`src/rtl/fan_alert_pkg.sv`:
```
package fan_alert_pkg;
  localparam int NUM_SRC = 8;
  localparam int NUM_EN  = 7;

  // enable register bit positions
  localparam int EN_THERM  = 0;
  localparam int EN_FAN    = 1;
  localparam int EN_OT_REM = 2;
  localparam int EN_OT_LOC = 3;
  localparam int EN_FAIL   = 4;
  localparam int EN_LOWSUP = 5;
  localparam int EN_GLOBAL = 6;

  // source bit positions
  localparam int SRC_THERM_LOC = 0;
  localparam int SRC_THERM_REM = 1;
  localparam int SRC_OT_LOC    = 2;
  localparam int SRC_OT_REM    = 3;
  localparam int SRC_FAIL      = 4;
  localparam int SRC_LOWSUP    = 5;
  localparam int SRC_STALL     = 6;
  localparam int SRC_RPM       = 7;

  // reset value of the enable register before the sensor-failure override
  localparam logic [NUM_EN-1:0] EN_RESET = 7'b0011111;

  typedef struct packed {
    logic [NUM_SRC-1:0] srcMask;
    logic [NUM_SRC-1:0] clrMask;
    logic               thermDivert;
    logic               globalOn;
  } ctrl_strobes_t;

  function automatic int enIndexOf(input int src);
    case (src)
      SRC_THERM_LOC, SRC_THERM_REM: return EN_THERM;
      SRC_OT_LOC:                   return EN_OT_LOC;
      SRC_OT_REM:                   return EN_OT_REM;
      SRC_FAIL:                     return EN_FAIL;
      SRC_LOWSUP:                   return EN_LOWSUP;
      default:                      return EN_FAN;
    endcase
  endfunction
endpackage

```
`src/rtl/alert_ctrl.sv`:
```
module alert_ctrl
  import fan_alert_pkg::*;
(
  input  logic               clk,
  input  logic               rstN,
  input  logic               enWr,
  input  logic [NUM_EN-1:0]  enWrData,
  input  logic [NUM_SRC-1:0] clrIn,
  input  logic               remoteFailNow,
  output logic [NUM_EN-1:0]  enState,
  output ctrl_strobes_t      strobes
);
  logic [NUM_EN-1:0] enReg;
  logic [NUM_EN-1:0] enResetVal;

  always_comb begin
    enResetVal = EN_RESET;
    enResetVal[EN_OT_REM] = ~remoteFailNow;
  end

  always_ff @(posedge clk) begin
    if (!rstN)     enReg <= enResetVal;
    else if (enWr) enReg <= enWrData;
  end

  logic [NUM_SRC-1:0] mask;
  for (genvar i = 0; i < NUM_SRC; i++) begin : g_mask
    assign mask[i] = enReg[enIndexOf(i)];
  end

  always_comb begin
    strobes.srcMask     = mask;
    strobes.clrMask     = clrIn;
    strobes.thermDivert = ~enReg[EN_THERM];
    strobes.globalOn    = enReg[EN_GLOBAL];
  end

  assign enState = enReg;

  // a load takes effect on the next edge
  p_en_load_r10: assert property (@(posedge clk) disable iff (!rstN)
    enWr |=> enState == $past(enWrData));

  // reset value with the remote over-temperature override
  p_reset_default_r8: assert property (@(posedge clk)
    !rstN |=> (enState[EN_GLOBAL] == 1'b0) && (enState[EN_LOWSUP] == 1'b0)
              && (enState[EN_OT_REM] == ~$past(remoteFailNow)));
endmodule

```
`src/rtl/alert_datapath.sv`:
```
module alert_datapath
  import fan_alert_pkg::*;
(
  input  logic               clk,
  input  logic               rstN,
  input  logic [NUM_SRC-1:0] condIn,
  input  ctrl_strobes_t      strobes,
  output logic [NUM_SRC-1:0] flags,
  output logic               alertN,
  output logic               thermN
);
  logic [NUM_SRC-1:0] condPrev;
  logic [NUM_SRC-1:0] flagsNext;

  for (genvar i = 0; i < NUM_SRC; i++) begin : g_flag
    always_comb
      flagsNext[i] = (condIn[i] & ~condPrev[i]) |
                     (flags[i] & ~(strobes.clrMask[i] & ~condIn[i]));
  end

  logic thermHit;
  logic alertHit;
  assign thermHit = flags[SRC_THERM_LOC] | flags[SRC_THERM_REM];
  assign alertHit = strobes.globalOn & (|(flags & strobes.srcMask));

  always_ff @(posedge clk) begin
    if (!rstN) begin
      condPrev <= '0;
      flags    <= '0;
      alertN   <= 1'b1;
      thermN   <= 1'b1;
    end else begin
      condPrev <= condIn;
      flags    <= flagsNext;
      alertN   <= ~alertHit;
      thermN   <= ~(strobes.thermDivert & thermHit);
    end
  end

  // global enable off keeps the alert released
  p_global_gate_r7: assert property (@(posedge clk) disable iff (!rstN)
    !strobes.globalOn |=> alertN);

  // diverted thermal flag pulls the thermal output
  p_therm_divert_r4: assert property (@(posedge clk) disable iff (!rstN)
    (strobes.thermDivert && thermHit) |=> !thermN);

  // thermal output idle while the thermal enable is set
  p_therm_idle_r4: assert property (@(posedge clk) disable iff (!rstN)
    !strobes.thermDivert |=> thermN);

  // a flag whose condition is still high survives any clear
  p_clear_blocked_r2: assert property (@(posedge clk) disable iff (!rstN)
    ((flags & condIn) != '0) |=> ((flags & $past(flags & condIn)) == $past(flags & condIn)));
endmodule

```
`src/rtl/fan_alert_combiner.sv`:
```
module fan_alert_combiner
  import fan_alert_pkg::*;
(
  input  logic               clk,
  input  logic               rstN,
  input  logic [NUM_SRC-1:0] condIn,
  input  logic [NUM_SRC-1:0] clrIn,
  input  logic               enWr,
  input  logic [NUM_EN-1:0]  enWrData,
  output logic [NUM_EN-1:0]  enState,
  output logic [NUM_SRC-1:0] flagState,
  output logic               alertN,
  output logic               thermN
);
  ctrl_strobes_t strobes;

  alert_ctrl u_ctrl (
    .clk           (clk),
    .rstN          (rstN),
    .enWr          (enWr),
    .enWrData      (enWrData),
    .clrIn         (clrIn),
    .remoteFailNow (condIn[SRC_FAIL]),
    .enState       (enState),
    .strobes       (strobes)
  );

  alert_datapath u_dp (
    .clk     (clk),
    .rstN    (rstN),
    .condIn  (condIn),
    .strobes (strobes),
    .flags   (flagState),
    .alertN  (alertN),
    .thermN  (thermN)
  );
endmodule

```
`config.mk`:
```
export PLATFORM = sky130hd
export DESIGN_NAME = fan_alert_combiner
export DESIGN_NICKNAME = d
export VERILOG_FILES = /design/src/rtl/fan_alert_pkg.sv /design/src/rtl/alert_ctrl.sv /design/src/rtl/alert_datapath.sv /design/src/rtl/fan_alert_combiner.sv
export SDC_FILE = /design/constraint.sdc
export NUM_CORES = 1
export LEC_CHECK = 0
export BUFFER_PORTS_ARGS = -buffer_cell sky130_fd_sc_hd__buf_2
export CAP_MARGIN = 20
export CORE_UTILIZATION = 47
export DETAILED_ROUTE_END_ITERATION = 10
export PLACE_DENSITY_LB_ADDON = 0.3
export SLEW_MARGIN = 30
export SYNTH_ARGS = -nofsm -noshare
export SYNTH_HDL_FRONTEND = slang
export SYNTH_SLANG_ARGS = --single-unit
```
`constraint.sdc`:
```
create_clock -name clk -period 2.15 [get_ports clk]
set_input_delay 0.215 -clock clk [delete_from_list [all_inputs] [get_ports clk]]
set_output_delay 0.215 -clock clk [all_outputs]
set_load 0.05 [all_outputs]
```
# Word-level counts from Yosys, hierarchy flattened
# Cells that the tools add are included.
[word_totals]
register_bits = 25
in_bits = 26
out_inout_bits = 17
[classes]
eq_ne = 1
mux = 2
bitwise_logic = 63
reduce_logical = 1
[op_table]
columns = ["cell", "count"]
rows = [
  ["1-bit NOT", 27],
  ["1-bit AND", 26],
  ["1-bit OR", 9],
  ["8-bit AND", 1],
  ["8-bit OR reduction", 1],
  ["3-bit two-way mux", 2],
  ["2-bit by 1-bit inequality test with 1-bit output, second input constant", 1],
]

# Depth between registers and ports, before layout
# Gate-level depths: netlist of the first run.
[logic_depth]
depth_word = 5
depth_mapped = 3
depth_no_buf = 3

# Hierarchy
# From an unflattened synthesis of the first run, not the netlist that was laid out.
[hier_totals]
hier_cells = 108
hier_area_um2 = 1049.8
[modules_own_cells]
columns = ["module", "instances", "cells_per_inst", "area_per_inst_um2", "seq_area_each_um2"]
rows = [
  ["alert_datapath", 1, 66, 650.6, 360.3],
  ["alert_ctrl", 1, 42, 399.1, 150.1],
]

# Worst setup path after synthesis of the first run
# No wires, ideal clock.
[synth_path]
path_kind = "register to register"
from = "reg u_ctrl.enReg[4], in the netlist u_ctrl.enState[4]"
to = "reg u_dp.alertN"
setup_time_ns = 0.150
arrival_ns = 0.969
setup_slack_ns = 1.031
stages_incl_launch_ff = 4
path_buffers = 0
path_cell_list = "dfxtp_1 > a22oi_1 > nand4_1 > nand3_1"
[synth_between]
elab_chain_cells = 4
[synth_rtl]
columns = ["item", "line", "source"]
rows = [
  ["from (decl)", "alert_ctrl.sv:13", "logic [NUM_EN-1:0] enReg;"],
  ["from (signal assigned)", "alert_ctrl.sv:22", "if (!rstN) enReg <= enResetVal;"],
  ["from (signal assigned)", "alert_ctrl.sv:23", "else if (enWr) enReg <= enWrData;"],
  ["8-bit AND", "alert_datapath.sv:24", "assign alertHit = strobes.globalOn & (|(flags & strobes.srcMask));"],
  ["8-bit OR reduction", "alert_datapath.sv:24", ""],
  ["1-bit AND", "alert_datapath.sv:24", ""],
  ["1-bit NOT", "alert_datapath.sv:35", "alertN <= ~alertHit;"],
  ["to (signal assigned)", "alert_datapath.sv:35", ""],
  ["to (decl)", "alert_datapath.sv:9", "output logic alertN,"],
]
# Every way passes these cells.
# A chain may end at the register's enable or synchronous reset.

# Final worst setup path of the first run
[layout_path]
from = "reg u_dp.flags[0]"
to = "out flagState[0]"
[layout_rtl]
columns = ["item", "line", "source"]
rows = [
  ["from (decl)", "alert_datapath.sv:8", "output logic [NUM_SRC-1:0] flags,"],
  ["from (signal assigned)", "alert_datapath.sv:34", "flags <= flagsNext;"],
  ["to (decl)", "fan_alert_combiner.sv:11", "output logic [NUM_SRC-1:0] flagState,"],
]
# No word-level cell between the ends.

==> results of run 1 <==
[logic make-up (layout without fill, tap and decap cells)]
kind of cell / after synthesis / after routing / share of synthesized area
simple gates: 26 / 26 / 0.164
flops: 25 / 25 / 0.554
compound gates: 23 / 23 / 0.162
buf+inv: 12 / 55 / 0.0652
mux: 5 / 5 / 0.0543
[metal layers]
layer / track usage / routed length, um / share of wire
met5: 0 / 0 / 0
met4: 0.0529 / 12 / 0.0071
met3: 0.0392 / 84 / 0.050
met2: 0.341 / 832 / 0.49
met1: 0.186 / 760 / 0.45
[sequential cells by signal, summed over array words and instances (netlist names)]
name / cells
u_ctrl.enState: 7
u_dp.alertN: 1
u_dp.thermN: 1
u_dp.condPrev: 8
u_dp.flags: 8
[cells in the final DEF, fill, tap and decap left out]
cell       n
a21boi_0   6
clkbuf_4   3
edfxtp_1   1
or2b_1     1
nand4_1    1
nand3_1    2
nor2b_1    2
and2_1     8
mux2i_1    5
nand2b_1   8
a21boi_2   1
a22oi_1    2
o211ai_1   2
a21boi_1   1
buf_2     42
nand2_1    4
dfxtp_1   24
clkbuf_1   1
o21ai_0   11
inv_1      9
[per-stage QoR]
step / util / power (mW) / setup WS (ns) / hold WS (ns) / instances
2_1_floorplan: - / 0.646 / 1.03 / 0.341 / 91
3_3_place_gp: 0.637 / 0.695 / 1.11 / 0.394 / 155
3_5_place_dp: 0.637 / 0.701 / 1.09 / 0.418 / 155
4_1_cts: 0.652 / 0.898 / 0.947 / 0.114 / 159
5_1_grt: 0.652 / 0.934 / 0.912 / 0.107 / 159
6_report: 0.652 / 0.887 / 0.964 / 0.121 / 159
[path summary, 6_finish.rpt]
| path | end | slack, ns | cells past startpoint |
|---|---|---|---|
| setup / recovery | flagState[0] | 0.96 | 1 |
| hold / removal | u_ctrl.enState[4] | 0.12 | 3 |
| setup reg to reg | u_dp.alertN | 1.30 | 3 |
| hold reg to reg | u_dp.alertN | 0.44 | 1 |
[power by group through the flow]
| stage | registers, mW | logic (mW) | clock network [mW] |
|---|---|---|---|
| after CTS | 0.512 | 0.178 | 0.207 |
| after detailed placement | 0.523 | 0.178 | 0 |
| after floorplan | 0.595 | 0.0507 | 0 |
| final | 0.512 | 0.177 | 0.198 |
| after global routing | 0.516 | 0.191 | 0.227 |
| after global placement | 0.521 | 0.174 | 0 |
[area by class of cell]
class / instances / area [um2]
tap: 25 / 31.3
fill: 175 / 621
inverter: 9 / 33.8
multi-input combinational: 54 / 350
sequential: 25 / 510
clock buffer: 4 / 26.3
timing repair buffer: 42 / 210
==> impl_metrics.csv, run 1 <==
group,metric,value,unit
route,route.detailed.drc,0,
cts,cts_buffers,3,
placement,hpwl,1290,um
global_routing,grt_pass1_wl,2670,um
run,maxCapViolCount,0,
yosys,post_synth.cell_area_avg,10.1,um2
outcome,status,"finished, final reports clean",
yosys,yosys-top-cells-area,"dfxtp_1 52%, o21ai_0 6.0%, and2_1 5.4%",
yosys,syn_inst,91,
yosys,yosysTopAreaCell,"dfxtp_1",
power_and_ir_drop,p_int,626,uW
power_and_ir_drop,power_density,763,nW/um2
critical_path,crit_chain,"buf_2",
route,dr.first_iter.drc_count,9,
hold_path,hp-start,"enWrData[4]",
cts,cts_tree,"built",
hold_path,hold_path.class,"input port to flip-flop",
placement,postPlaceCellArea,1140,um2
power_and_ir_drop,netSwitchingFraction,0.294,
cts,cts_root_buf,"clkbuf_4",
cts,cts_buffer_depth,2,
timing,slew_headroom,0.750,
yosys,yosys_warnings,0,
route,final_antenna_net_count,0,
route,vias_per_cell,4.76,
timing,final.min_clock_period,1.19,ns
cells_and_area,drive_above_1_share,0.343,
placement,gp_congestion,0.658,
critical_path,crit_required,1.93,ns
floorplan,initial_core_util,0.516,
power_and_ir_drop,power_switching,260,uW
timing,slew_violations,0,
timing,period_share,0.551,
global_routing,grt_usage,0.176,
critical_path,crit_buf_inv,1,
critical_path,path_class,"flip-flop to primary output",
yosys,synth_top_area_share,0.522,
critical_path,cp.arrival,0.97,ns
floorplan,core_area,1780,um2
route,routed_wl,1690,um
cells_and_area,design_area,1160,um2
route,vias,757,
global_routing,grt_overflow,0,
cts,htreeDepth,1,
floorplan,die_w,46.3,um
cts,insertion_delay,0.30,ns
yosys,yosysSeqAreaShare,0.554,
cts,hold_buffers,0,
timing,skew,0.00141,ns
route,drt_pre_antenna_iters,4,
power_and_ir_drop,peakVddDrop,0.531,mV
timing,rsz0062_at_grt,"false",
yosys,synth_ff_type,"dfxtp_1",
floorplan,fp-row-count,15,
yosys,synth_edf_count,1,
yosys,ys_ff_latch,25,
global_routing,grt_pass1_vias,663,
global_routing,antenna_found_initial,0,
critical_path,critPathTopFamily,"flip-flops",
timing,clock.fmax,0.844,GHz
cts,clock-sinks,25,
critical_path,critical-path-slowest-cell,"dfxtp_1",
critical_path,worstSetupStartpoint,"u_dp.flags[0]",
cts,cts_setup_buffers,0,
timing,worstMarginPinSlew,0.375,ns
cts,clkTransAtPathRegs,0.12,ns
cts,cts.repair.resized,0,
power_and_ir_drop,seq_power_share,0.577,
critical_path,max_stage_delay,0.39,ns
floorplan,io-pin-count,43,
cells_and_area,areaGrowthSynthToFinish,26.2,%
timing,finalSetupTns,0,ns
global_routing,grt_max_degree,28,
cells_and_area,antenna_cells,0,
yosys,synth_nets,117,
critical_path,start_kind,"flip-flop",
floorplan,dieArea,2140,um2
floorplan,dieHeight,46.3,um
yosys,synth_most_common_cell,"dfxtp_1",
timing,setup_viol,0,
critical_path,end_kind,"primary output",
yosys,async_flop_share,0,
power_and_ir_drop,leakage,0.568,nW
critical_path,reg2reg_from,"u_ctrl.enState[2]",
placement,io_buffers,42,
route,wl_per_cell,10.6,um
critical_path,worstPathMaxFanout,4,
timing,final_hold_viol_count,0,
power_and_ir_drop,pwr-share-comb,0.199,
yosys,synth_cell_types,19,
yosys,synth_area,921,um2
power_and_ir_drop,clockPowerShare,0.223,
yosys,synth_commonest_cells,"24 x dfxtp_1, 11 x o21ai_0, 9 x inv_1",
cells_and_area,final_nets,161,
Note: power is estimated with default switching activity, not from simulation.
==> inputs of run 2 (changes only) <==
ABC_AREA = 1   (was not set)
CORE_UTILIZATION = 45   (was 47)
clock period = 1.1 ns   (was 2.15 ns; I/O delays follow)
==> impl_metrics.csv, run 2 <==
group,metric,value,unit
yosys,synth_ff_type,"dfxtp_1",
timing,final_hold_viol_count,0,
route,dr.first_iter.drc_count,16,
yosys,synth_nets,154,
placement,gp_congestion,0.717,
global_routing,grt_overflow,0,
yosys,synth_area,985,um2
critical_path,crit_chain,"buf_2",
critical_path,worstPathMaxFanout,2,
cts,clock-sinks,25,
global_routing,grt_usage,0.183,
global_routing,grt_max_degree,17,
cells_and_area,mostFrequentLayoutCells,"33 x nand2_1, 28 x buf_2, 25 x inv_1",
placement,hpwl,1440,um
critical_path,r2r_cells,5,
outcome,status,"finished, final reports clean",
timing,finalSetupTns,0,ns
cells_and_area,final_nets,204,
timing,period_share,0.959,
yosys,synth_cell_types,15,
timing,slew_violations,0,
cts,cts_tree,"built",
cts,cts_buffer_depth,2,
power_and_ir_drop,leakage,0.719,nW
cells_and_area,final_common_cell,"nand2_1",
cts,htreeDepth,1,
cells_and_area,design_area,1330,um2
route,route.detailed.drc,0,
yosys,yosys_warnings,0,
cts,clkTransAtPathRegs,0.13,ns
global_routing,grt_pass1_vias,870,
yosys,synth_edf_count,1,
power_and_ir_drop,power_density,1380,nW/um2
floorplan,fp-row-count,16,
placement,postPlaceCellArea,1200,um2
route,vias,903,
cts,cts_root_buf,"clkbuf_4",
yosys,post_synth.cell_area_avg,7.69,um2
cts,cts_setup_buffers,0,
critical_path,start_kind,"flip-flop",
cells_and_area,seqCellArea,512,um2
hold_path,hold_path.class,"input port to flip-flop",
floorplan,die_w,48.8,um
timing,slew_headroom,0.811,
route,drt_pre_antenna_iters,4,
cells_and_area,areaGrowthSynthToFinish,34.6,%
hold_path,hp-start,"enWrData[3]",
critical_path,end_kind,"primary output",
timing,worst_slack,0.0450,ns
timing,clock.fmax,0.948,GHz
floorplan,initial_core_util,0.492,
floorplan,io-pin-count,43,
critical_path,crit_buf_inv,1,
cts,insertion_delay,0.31,ns
yosys,synth_top_area_share,0.488,
critical_path,crit_required,0.99,ns
timing,rsz0062_at_grt,"false",
yosys,synth_most_common_cell,"nand2_1",
hold_path,min_path_cells,3,
yosys,async_flop_share,0,
route,wl_per_cell,9.61,um
timing,final.min_clock_period,1.05,ns
route,routed_wl,1960,um
yosys,yosysSeqAreaShare,0.518,
critical_path,reg2reg_from,"u_ctrl.enState[1]",
floorplan,core_area,2000,um2
critical_path,path_class,"flip-flop to primary output",
critical_path,max_stage_delay,0.37,ns
critical_path,reg2reg_to,"u_dp.alertN",
yosys,synth_commonest_cells,"33 x nand2_1, 25 x inv_1, 24 x dfxtp_1",
cells_and_area,filler_cell_count,196,
yosys,ys_ff_latch,25,
route,vias_per_cell,4.43,
critical_path,cp.arrival,0.94,ns
run,maxCapViolCount,0,
placement,io_buffers,42,
critical_path,critical-path-slowest-cell,"edfxtp_1",
yosys,yosysTopAreaCell,"dfxtp_1",
critical_path,critPathTopFamily,"flip-flops",
floorplan,dieArea,2380,um2
timing,setup_viol,0,
timing,skew,0.00264,ns
global_routing,antenna_found_initial,0,
yosys,yosys-top-cells-area,"dfxtp_1 49%, nand2_1 13%, inv_1 9.5%",
placement,dp_slack,0.294,ns
cells_and_area,antenna_cells,0,
timing,worstMarginPinSlew,0.284,ns
route,final_antenna_net_count,0,
global_routing,grt_pass1_wl,3330,um
cells_and_area,drive_above_1_share,0.316,
hold_path,holdPathEnd,"u_ctrl.enState[3]",
critical_path,rrSetupSlack,0.35,ns
power_and_ir_drop,peakVddDrop,0.819,mV
cells_and_area,multi_input_area,330,um2
yosys,syn_inst,128,
cts,cts_buffers,3,
floorplan,dieHeight,48.8,um
-- run 2: changes by cell type after synthesis, moves of 8 or more --
cell      delta
a21oi_1      +8
and2_1       -8
inv_1       +16
nand2_1     +29
nand2b_1     -8
nor2_1      +13
-- run 2: how the worst max path moves through the flow --
stage	from	endpoint	slack, ns	cells past startpoint
floorplan	u_ctrl.enState[0]	u_dp.alertN	0.05	5
global placement	rstN	u_dp.alertN	0.31	5
detailed placement	rstN	u_dp.alertN	0.29	5
CTS	u_dp.flags[1]	flagState[1]	0.0001	1
global route	u_dp.flags[5]	flagState[5]	0.0009	1
finish	u_ctrl.enState[2]	enState[2]	0.05	1
-- run 2: cell families (layout without fill, tap and decap cells) --
logic type	after synthesis	after routing	synth area share
buffers and inverters	30	79	0.146
flip-flops	25	25	0.518
AND/OR/NAND/NOR	54	54	0.220
AO/OA/AOI/OAI	19	19	0.116
-- run 2: where the power goes --
part	internal [mW]	switching (mW)
Sequential	0.971	0.0349
Combinational	0.152	0.273
Clock	0.142	0.261
Total	1.26	0.569
-- run 2: per-stage QoR --
step,utilization,power [mW],instances,hold slack [ns]
finish,0.662,1.83,204,0.0138
detailed placement,0.601,1.42,194,0.329
CTS,0.648,1.84,204,0.00339
global placement,0.601,1.41,194,0.318
floorplan,-,1.31,128,0.208
global route,0.662,1.92,204,0.0110
-- run 2: final cells by class --
cell class,instances,share of cell area
inverters,26,0.0737
clock buffers,4,0.0198
flip-flops and latches,25,0.386
multi-input cells,73,0.249
well taps,27,0.0255
repair buffers,49,0.246
-- run 2: worst reg2reg max path, stage by stage (launching register included) --
cell and delay, ns:
dfxtp_1 0.39, nand2_1 0.07, nand2_1 0.07, nor2_1 0.05, nand2_1 0.05, nand2_1 0.04
-- run 2: routing by layer --
layer,routed length (um),global-route usage
met1,858,0.201
met2,992,0.326
met3,88,0.0343
met4,23,0.103
met5,0,0
-- run 2: what timing repair did --
action                                  CTS  global route
hold endpoints to repair                  6             0
resized for setup                         3            13
endpoints found under the setup margin    3            12
hold buffers                              6             0
gates cloned                              0             0
